**src/rtl/cwa_pkg.sv**
```systemverilog
package cwa_pkg;

  // Width of a counter able to hold indices 0 .. words-1 (minimum one bit).
  function automatic int unsigned idx_width(input int unsigned words);
    idx_width = (words > 1) ? $clog2(words) : 1;
  endfunction

endpackage

```
**src/rtl/cwa_rst_sync.sv**
```systemverilog
module cwa_rst_sync (
  input  logic clk,
  input  logic rst_n,
  output logic rst_n_sync
);

  logic [1:0] stage_q;

  always_ff @(posedge clk or negedge rst_n) begin
    if (!rst_n) stage_q <= 2'b00;
    else        stage_q <= {stage_q[0], 1'b1};
  end

  assign rst_n_sync = stage_q[1];

endmodule

```
**src/rtl/cwa_word_add.sv**
```systemverilog
module cwa_word_add #(
  parameter int unsigned WIDTH  = 32,
  parameter bit          RIPPLE = 1'b0
) (
  input  logic [WIDTH-1:0] a_i,
  input  logic [WIDTH-1:0] b_i,
  input  logic             c_i,
  output logic [WIDTH-1:0] s_o,
  output logic             c_o
);

  generate
    if (RIPPLE) begin : g_ripple
      // Explicit bit-serial carry chain.
      always_comb begin
        logic carry;
        carry = c_i;
        for (int i = 0; i < int'(WIDTH); i++) begin
          s_o[i] = a_i[i] ^ b_i[i] ^ carry;
          carry  = (a_i[i] & b_i[i]) | (carry & (a_i[i] ^ b_i[i]));
        end
        c_o = carry;
      end
    end else begin : g_infer
      // Let synthesis pick the carry structure.
      logic [WIDTH:0] total;
      always_comb begin
        total = {1'b0, a_i} + {1'b0, b_i} + {{WIDTH{1'b0}}, c_i};
        s_o   = total[WIDTH-1:0];
        c_o   = total[WIDTH];
      end
    end
  endgenerate

endmodule

```
**src/rtl/cwa_seq.sv**
```systemverilog
module cwa_seq #(
  parameter int unsigned WORDS = 2
) (
  input  logic clk,
  input  logic rst_n,
  input  logic start_i,
  input  logic word_vld_i,
  output logic accept_o,
  output logic last_o
);

  import cwa_pkg::*;

  localparam int unsigned          CW       = idx_width(WORDS);
  localparam logic [CW-1:0]        LAST_IDX = CW'(WORDS - 1);

  logic          busy_q, busy_d;
  logic [CW-1:0] idx_q, idx_d;

  assign accept_o = busy_q & word_vld_i & ~start_i;
  assign last_o   = accept_o & (idx_q == LAST_IDX);

  always_comb begin
    busy_d = busy_q;
    idx_d  = idx_q;
    if (start_i) begin
      busy_d = 1'b1;
      idx_d  = '0;
    end else if (accept_o) begin
      if (idx_q == LAST_IDX) begin
        busy_d = 1'b0;
        idx_d  = '0;
      end else begin
        idx_d  = idx_q + 1'b1;
      end
    end
  end

  always_ff @(posedge clk or negedge rst_n) begin
    if (!rst_n) begin
      busy_q <= 1'b0;
      idx_q  <= '0;
    end else begin
      busy_q <= busy_d;
      idx_q  <= idx_d;
    end
  end

  AST_START_OPENS: assert property (@(posedge clk) disable iff (!rst_n)
    start_i |=> (busy_q && idx_q == '0));

  AST_IDLE_HOLDS_COUNT: assert property (@(posedge clk) disable iff (!rst_n)
    (!start_i && !word_vld_i) |=> ($stable(idx_q) && $stable(busy_q)));

  AST_LAST_CLOSES: assert property (@(posedge clk) disable iff (!rst_n)
    last_o |=> !busy_q);

endmodule

```
**src/rtl/chain_word_adder.sv**
```systemverilog
module chain_word_adder #(
  parameter int unsigned WIDTH  = 32,
  parameter int unsigned WORDS  = 2,
  parameter bit          RIPPLE = 1'b0
) (
  input  logic             clk,
  input  logic             rst_n,
  input  logic             start_i,
  input  logic             cin_i,
  input  logic             word_vld_i,
  input  logic [WIDTH-1:0] opa_i,
  input  logic [WIDTH-1:0] opb_i,
  output logic [WIDTH-1:0] sum_o,
  output logic             sum_vld_o,
  output logic             done_o,
  output logic             cout_o
);

  logic             rst_n_int;
  logic             accept, last;
  logic [WIDTH-1:0] add_sum;
  logic             add_cout;

  logic             carry_q, carry_d;
  logic [WIDTH-1:0] sum_q, sum_d;
  logic             svld_q, svld_d;
  logic             done_q, done_d;

  cwa_rst_sync u_rst (
    .clk        (clk),
    .rst_n      (rst_n),
    .rst_n_sync (rst_n_int)
  );

  cwa_seq #(.WORDS(WORDS)) u_seq (
    .clk        (clk),
    .rst_n      (rst_n_int),
    .start_i    (start_i),
    .word_vld_i (word_vld_i),
    .accept_o   (accept),
    .last_o     (last)
  );

  cwa_word_add #(.WIDTH(WIDTH), .RIPPLE(RIPPLE)) u_add (
    .a_i (opa_i),
    .b_i (opb_i),
    .c_i (carry_q),
    .s_o (add_sum),
    .c_o (add_cout)
  );

  always_comb begin
    carry_d = carry_q;
    sum_d   = sum_q;
    svld_d  = 1'b0;
    done_d  = 1'b0;
    if (start_i) begin
      carry_d = cin_i;
    end else if (accept) begin
      carry_d = add_cout;
      sum_d   = add_sum;
      svld_d  = 1'b1;
      done_d  = last;
    end
  end

  always_ff @(posedge clk or negedge rst_n_int) begin
    if (!rst_n_int) begin
      carry_q <= 1'b0;
      sum_q   <= '0;
      svld_q  <= 1'b0;
      done_q  <= 1'b0;
    end else begin
      carry_q <= carry_d;
      sum_q   <= sum_d;
      svld_q  <= svld_d;
      done_q  <= done_d;
    end
  end

  assign sum_o     = sum_q;
  assign sum_vld_o = svld_q;
  assign done_o    = done_q;
  assign cout_o    = carry_q;

  AST_START_LOADS_CARRY: assert property (@(posedge clk) disable iff (!rst_n_int)
    start_i |=> (cout_o == $past(cin_i) && !sum_vld_o));

  AST_DONE_SINGLE: assert property (@(posedge clk) disable iff (!rst_n_int)
    done_o |=> !done_o);

  AST_DONE_HAS_WORD: assert property (@(posedge clk) disable iff (!rst_n_int)
    done_o |-> sum_vld_o);

  AST_GAP_HOLDS: assert property (@(posedge clk) disable iff (!rst_n_int)
    (!start_i && !word_vld_i) |=> (!sum_vld_o && $stable(cout_o)));

  AST_WORD_LATENCY: assert property (@(posedge clk) disable iff (!rst_n_int)
    (word_vld_i && !start_i) |=> (sum_vld_o || $stable(cout_o)));

  always_comb begin
    if (!rst_n_int) begin
      AST_RESET_QUIET: assert (!sum_vld_o && !done_o && !cout_o && sum_o == '0);
    end
  end

endmodule

```
**config.mk**
```make
export PLATFORM = sky130hd
export DESIGN_NAME = chain_word_adder
export DESIGN_NICKNAME = d
export VERILOG_FILES = /design/src/rtl/cwa_pkg.sv /design/src/rtl/cwa_rst_sync.sv /design/src/rtl/cwa_word_add.sv /design/src/rtl/cwa_seq.sv /design/src/rtl/chain_word_adder.sv
export SDC_FILE = /design/constraint.sdc
export NUM_CORES = 1
export LEC_CHECK = 0
export BUFFER_PORTS_ARGS = -buffer_cell sky130_fd_sc_hd__buf_2
export CAP_MARGIN = 30
export CORE_UTILIZATION = 35
export CTS_CLUSTER_DIAMETER = 80
export CTS_CLUSTER_SIZE = 30
export DETAILED_ROUTE_END_ITERATION = 10
export PLACE_DENSITY = 0.67
export SKIP_CTS_REPAIR_TIMING = 1
export SLEW_MARGIN = 20
export SYNTH_ARGS = -nofsm -noshare
export SYNTH_HDL_FRONTEND = slang
export SYNTH_SLANG_ARGS = --single-unit
```
**constraint.sdc**
```tcl
create_clock -name clk -period 1.4 [get_ports clk]
set_input_delay 0.07 -clock clk [delete_from_list [all_inputs] [get_ports clk]]
set_output_delay 0.07 -clock clk [all_outputs]
set_load 0.02 [all_outputs]
```
==> results of run 1 <==
==> cell type report <==
type                            instances  area (µm²)  share of cell area (%)
Clock buffer                            5       68.82                   1.429
Clock inverter                          3       15.01                  0.3118
Inverter                                8       30.03                  0.6235
Multi-Input combinational cell        319        2257                   46.87
Sequential cell                        39       977.2                   20.29
Tap cell                              108       135.1                   2.806
Timing Repair Buffer                  211        1333                   27.67
==> through the flow <==
stage               utilization, %  setup TNS, ps  power [µW]
finish                       54.95         -26740        4545
global route                 54.95         -30150        4854
floorplan                        -         -20320        2747
global placement             51.97         -25300        3641
detailed placement           51.97         -26660        3691
CTS                          52.93         -27120        4469
==> flip-flops by register name, indices dropped and copies added, names as in the netlist <==
name / cells
done_o: 1
u_rst.stage_q: 2
sum_o: 32
cout_o: 1
u_seq.idx_q: 1
u_seq.busy_q: 1
sum_vld_o: 1
==> placed cells by master, fill, tap and decap left out, types with 3 or more instances in the layout <==
cell,n
buf_4,106
nand4_1,6
clkinv_2,3
o21bai_1,5
o21a_1,3
a211oi_1,4
a21o_1,17
o21ai_1,17
nor3_1,6
buf_2,103
dfrtp_1,38
clkbuf_8,5
nand2_1,49
a41oi_2,3
xor2_1,11
and2_1,4
a21oi_2,5
inv_1,7
o211ai_1,4
nor2b_1,5
xnor2_1,9
ha_1,31
nor2_1,24
a21oi_1,29
o21ai_0,25
nand3_1,12
==> synthesized netlist by cell type, drive strengths merged, types with 8 or more instances <==
cell type  number
clkbuf          9
a21o           17
nor2           24
dfrtp          39
ha             31
a21oi          34
nand2          51
xnor2          11
nand3          12
o21ai          45
xor2           12
inv             8
==> logic make-up (layout without fill, tap and decap cells) <==
family	count (synthesis)	count (layout)	share of synthesized area [%]
DFF	39	39	30.65
adders and majority gates	33	33	13.44
xor gates and xnor gates	23	23	6.326
buffers and inverters	24	227	3.065
AOI/OAI and AO/OA	136	136	27.39
muxes	2	2	0.6287
and+or+nand+nor	124	124	18.39
other	1	1	0.1178
==> worst max path at each step <==
stage,startpoint,to,slack [ps],cells past startpoint
2_1_floorplan,cout_o,sum_o[28],-1140,11
3_3_place_gp,cout_o,sum_o[28],-1210,11
3_5_place_dp,cout_o,sum_o[28],-1260,11
4_1_cts,cout_o,sum_o[28],-1280,11
5_1_grt,cout_o,sum_o[28],-1390,12
6_report,cout_o,sum_o[28],-1240,11
==> report_power, final <==
group          leakage, µW  internal, µW  total [µW]  switching, µW
clock network    0.0000477           342         763            421
registers         0.000475          1370        1520            149
logic              0.00194          1020        2260           1240
==> worst reg2reg max path, cell delays in order, from the launching register on <==
cell     delay [ps]
dfrtp_2         420
fa_2            350
inv_2            70
fa_2            210
nor2b_2          50
o31a_1          280
o31ai_4         320
a31oi_4         140
a41oi_2         190
o21ai_2         120
nor4b_4         150
a211o_1         230
==> per-layer routing <==
| layer | global-route usage [%] | part of all wire [%] | up-vias |
|---|---|---|---|
| li1 | - | - | 1782 |
| met1 | 26.04 | 46 | 1659 |
| met2 | 34.80 | 49 | 91 |
| met3 | 2.302 | 4.2 | 7 |
| met4 | 4.072 | 0.81 | 0 |
| met5 | 0 | 0 | - |
==> results.md, run 1 <==
- Setup crit end kind: register
- Power density cells: 943.8 mW/mm²
- Net Count, Synth: 484
- Vias in the first global route: 3375
- Crit-path max cell delay: 420 ps
- Antenna violations before repair: 0
- Total congestion overflow: 0
- Crit path max-delay cell type: dfrtp_2
- Synthesized area: 0.003184 mm²
- R2R Path End: sum_o[28]
- Synthesized instance count: 382
- Core area: 0.008763 mm²
- Die W: 97.39 µm
- Starting Density: 36.34%
- Dpl ws: -1264 ps
- Synth area leaders: dfrtp_1, ha_1, o21ai_0, nand2_1, a21oi_1
- Normalized max-slew margin: 66.28%
- Post-synth EDFFs: 0
- First drt pass iteration count: 4
- WL final: 9.582 mm
- Final instance area: 0.004816 mm²
- Layout Nets: 686
- CP Class: register to register
- R2r startpoint: cout_o
- Yosys reg bits: 39
- Fill cells: 830
- Via Count: 3539
- I/O Pins: 104
- Register area share after synthesis: 30.65%
- Largest net degree at the start of global routing: 38
- Lkg Pwr: 0.002460 µW
- Area growth syn-to-layout: 51.24%
- Hold Path Sink: u_seq.idx_q
- Most used DFF post-synth: dfrtp_1
- Outcome: finished with violations
- Initial detailed-routing violation count: 136
- Die area: 0.009484 mm²
- Top cell by count, worst path: fa_2
- Clock latency on the worst-skew pair: 300 ps
- Die Y: 97.39 µm
- Clk slew on worst S/H paths: 80 ps
- Setup slack, reg-to-reg: -1240 ps
- Number of port buffers: 103
- Cts bufs inserted: 5
- CTS tree: yes
- WHS: -9.376 ps
- DRT antenna net count: 0
- Syn. warnings: 0
- Setup violations, final: 32
- Failing checks: negative hold slack, negative setup slack
- Gp weighted congestion: 0.8751
- Required @ worst endpoint: 1580 ps
- CP bufs+invs: 1
- Routed vias/inst: 5.107
- WP data arrival: 2820 ps
- Yosys top cell area share: 30.65%
- Final Skew: 6.960 ps
- Hold Startpoint: start_i
- Startpoint Class: register
- Library cells used by synthesis: 53
- Clock Path Buffers: 2
- Worst Hold Depth: 2
- Fmax: 378.8 MHz
- Worst Max-Slew Pin Slew: 505.8 ps
- Rows: 34
- Diodes inserted: 0
- Root Buffer: clkbuf_8
- Synth area leader: dfrtp_1
- Final Hold Viols: 1
- Average wire per standard cell: 13.83 µm
- Mean post-synth cell area: 8.336 µm²
- H-Tree Level Count: 2
- Placed insts: 679
- Synth async-reset ratio: 100.0%
- Placed cell area: 0.004554 mm²
- All-Layer GR Usage: 19.78%
- Maximum vdd drop: 0.3755 mV
- First-pass GRT wire length: 15.45 mm
- Max-Cap Viols: 0
- CP cell instances: fa_2, inv_2, fa_2, nor2b_2, o31a_1, o31ai_4, a31oi_4, a41oi_2, o21ai_2, nor4b_4, a211o_1
- Crit path time final: 2640 ps
- FF-to-FF path depth: 11
- Count of pins over their slew limit: 0
- Unrepaired setup endpoints after global routing: true
- CP delay by family, top: compound AO/OA/AOI/OAI gates
- Slack of the critical path: -1240 ps
- Finished Layout Cells: 693
- Hold Crit Class: input pin to register
- CTS sink cnt: 39
- Worst-path fanout max: 3
- # DRC: 0
- Fin crit share: 188.6%
- Hpwl dp: 7.744 mm
- Share of layout cells above drive strength 1: 42.91%
Power figures use the tool's default switching activity.
==> run 2, diff against run 1 <==
--- a/config.mk
+++ b/config.mk
@@ -11,9 +11,10 @@
 export CTS_CLUSTER_DIAMETER = 80
 export CTS_CLUSTER_SIZE = 30
 export DETAILED_ROUTE_END_ITERATION = 10
-export PLACE_DENSITY = 0.67
+export PLACE_DENSITY = 0.66
 export SKIP_CTS_REPAIR_TIMING = 1
 export SLEW_MARGIN = 20
 export SYNTH_ARGS = -nofsm -noshare
 export SYNTH_HDL_FRONTEND = slang
+export SYNTH_HIERARCHICAL = 1
 export SYNTH_SLANG_ARGS = --single-unit
==> run 2 against run 1 <==
The run ends with negative setup slack left. Fmax is 9.0% lower. Via count is 5.9% lower. Flip-flop and latch count stayed put. Routed wire length is 1.6% higher. Total power is 25% higher. Critical endpoint is now sum_o[18]. Global-route usage is 0.83 points lower.
==> results.md, run 2 <==
- Total congestion overflow: 0 (unchanged)
- Gp weighted congestion: 0.8608 (-1.6%)
- All-Layer GR Usage: 18.95% (-0.83 points)
- Root Buffer: clkbuf_8
- Lkg Pwr: 0.002663 µW (+8.3%)
- Net switching power: 2159 µW (+19%)
- Rows: 35 (+2.9%)
- Via Count: 3330 (-5.9%)
- Fin crit share: 207.3% (+19 points)
- Final Skew: 3.261 ps (-3.700 ps)
- Clock share of power: 15.7% (-1.1 points)
- Synthesized instance count: 334 (-13%)
- Die W: 99.83 µm (+2.5%)
- First drt pass iteration count: 4 (unchanged)
- Int Pwr: 3507 µW (+28%)
- WL final: 9.737 mm (+1.6%)
- Mean post-synth cell area: 10.03 µm² (+20%)
- First-pass GRT wire length: 15.35 mm (-0.63%)
- Starting Density: 36.25% (-0.087 points)
- Outcome: finished with violations
- Worst Setup EP: sum_o[18]
- Setup slack, reg-to-reg: -1500 ps (-260 ps)
- Synthesized area: 0.003349 mm² (+5.2%)
- Power density cells: 1089 mW/mm² (+15%)
- H-Tree Level Count: 2 (unchanged)
- Normalized max-slew margin: 50.40% (-16 points)
- Clk slew on worst S/H paths: 80 ps (about the same)
- Yosys top cell area share: 29.14% (-1.5 points)
- CP Class: register to register
- Failing checks: negative setup slack
- Syn. warnings: 6 (+6)
- Layout Nets: 644 (-6.1%)
- Switching Fraction: 38.10% (-1.8 points)
- WL met2: 4.871 mm (+2.9%)
- Post-synth EDFFs: 0 (unchanged)
- FF-to-FF path depth: 10 (-1)
- # DRC: 0 (unchanged)
- Synth area leaders: dfrtp_1, mux2_4, ha_1, a21o_1, a21oi_1
- Crit path from: cout_o
- Setup violations, final: 33 (+3.1%)
- Library cells used by synthesis: 53 (unchanged)
- Most frequent cells in the layout: buf_2, buf_4, dfrtp_1
- Unrepaired setup endpoints after global routing: true
- I/O Pins: 104 (unchanged)
- R2r startpoint: cout_o
- Commonest non-fill, non-tap cell in the layout: buf_2
- Required @ worst endpoint: 1580 ps (about the same)
- Most common cell in the synthesized netlist: dfrtp_1
- WP data arrival: 3080 ps (+260 ps)
- Net Count, Synth: 436 (-9.9%)
- Routed vias/inst: 4.955 (-3.0%)
- Clock latency on the worst-skew pair: 290 ps (about the same)
- Initial detailed-routing violation count: 98 (-28%)
- Cts bufs inserted: 5 (unchanged)
- Worst-path fanout max: 5 (+2)
- Largest net degree at the start of global routing: 22 (-42%)
- Hold Crit Class: input pin to register
- Final Hold Viols: 0 (-1)
- Most used DFF post-synth: dfrtp_1
- CTS tree: yes
- Slack of the critical path: -1502 ps (-262.0 ps)
- Register area share after synthesis: 29.14% (-1.5 points)
- Hpwl dp: 7.435 mm (-4.0%)
- DRT antenna net count: 0 (unchanged)
- Die area: 0.009965 mm² (+5.1%)
- Fmax: 344.6 MHz (-9.0%)
- Met1 WL: 4.399 mm (+0.66%)
- Worst Max-Slew Pin Slew: 725.2 ps (+219.4 ps)
- Final core utilization: 56.30% (+1.3 points)
- Vias in the first global route: 3363 (-0.36%)
- Dpl ws: -1529 ps (-265.7 ps)
- Sequential Power Share: 30.3% (-3.1 points)
- Die Y: 99.83 µm (+2.5%)
- Antenna violations before repair: 0 (unchanged)
- Yosys reg bits: 39 (unchanged)
- Startpoint Class: register
- Routed wl met3: 379 µm (-4.8%)
- Maximum vdd drop: 0.6916 mV (+84%)
- Synth area leader: dfrtp_1
- Comb pwr share: 54.0% (+4.2 points)
- Number of flip-flops in the largest register: 32 (unchanged)
- Clock Path Buffers: 2 (unchanged)
- Max-Cap Viols: 0 (unchanged)
- Top cells by count, synth: dfrtp_1, ha_1, a21oi_1, mux2_4
- Count of pins over their slew limit: 0 (unchanged)
- Crit-path max cell delay: 420 ps (about the same)
- Area growth syn-to-layout: 55.32%
- CP cell instances: fa_2, fa_2, a21o_1, a221oi_4, o31ai_4, buf_4, a21oi_4, o22ai_2, a311o_1, mux2_4
- Setup crit end kind: register
- Core area: 0.009240 mm² (+5.4%)
- Crit path max-delay cell type: dfrtp_2
- Setup TNS: -37390 ps (-10650 ps)
- Crit path time final: 2902 ps (+262.0 ps)
- Number of port buffers: 103 (unchanged)
- Diodes inserted: 0 (unchanged)
- Average wire per standard cell: 14.49 µm (+4.8%)
- R2R Path End: sum_o[18]
- Top cell by count, worst path: fa_2
- Share of layout cells above drive strength 1: 54.51% (+12 points)
- Synth async-reset ratio: 100.0% (unchanged)
- CTS sink cnt: 39 (unchanged)
- Top routing layer in use: met4
==> run 2: layer usage <==
layer	up-vias	GRT usage, %
met1	1578	23.66
met2	93	34.85
met3	6	2.159
met4	0	4.299
met5	-	0
li1	1653	-
==> run 2: how the worst min path moves through the flow <==
stage	slack, ps	cells past startpoint	end	startpoint
6_report	0.4	3	cout_o	cin_i
5_1_grt	10	3	cout_o	cin_i
4_1_cts	-470	1	u_rst/stage_q[1]	rst_n
3_5_place_dp	-140	1	u_rst/stage_q[0]	rst_n
3_3_place_gp	-140	1	u_rst/stage_q[0]	rst_n
2_1_floorplan	-230	0	u_rst/stage_q[0]	rst_n
==> run 2: critical path, delay by kind of cell, from the launching register on <==
family                     cells  cell delay, ps
AOI/OAI and AO/OA              6            1220
adders and majority gates      2             730
buffers and inverters          1             170
DFF                            1             420
muxes                          1             250
==> run 2: cells by family after synthesis <==
logic type / after synthesis / share of synthesized area [%]
AOI/OAI and AO/OA: 107 / 21.33
and+or+nand+nor: 71 / 10.57
xor gates and xnor gates: 27 / 7.060
muxes: 35 / 14.94
DFF: 39 / 29.14
buffers and inverters: 21 / 4.072
adders and majority gates: 33 / 12.78
other: 1 / 0.1120
==> run 2: power groups by stage <==
stage / Clock (µW) / Combinational [µW] / Sequential [µW]
detailed placement: 0 / 2800 / 1740
CTS: 937 / 2820 / 1720
global route: 967 / 3280 / 1770
finish: 891 / 3060 / 1720
floorplan: 0 / 1270 / 2160
global placement: 0 / 2770 / 1730
==> run 2: layout make-up <==
| type | instances | area [µm²] |
|---|---|---|
| tap | 129 | 161.4 |
| fill | 817 | 4038 |
| clock inverter | 1 | 7.507 |
| sequential | 39 | 978.4 |
| inverter | 5 | 18.77 |
| timing repair buffer | 217 | 1470 |
| clock buffer | 7 | 96.34 |
| multi-input combinational | 274 | 2470 |
==> run 2: through the flow <==
stage	cells	power [µW]	hold WS, ps	instance area (µm²)
global placement	651	4497	-144.6	4728
CTS	659	5482	-473.7	4832
global route	672	6019	12.28	5202
floorplan	334	3426	-225.6	3372
finish	672	5665	0.3779	5202
detailed placement	651	4535	-143.5	4728
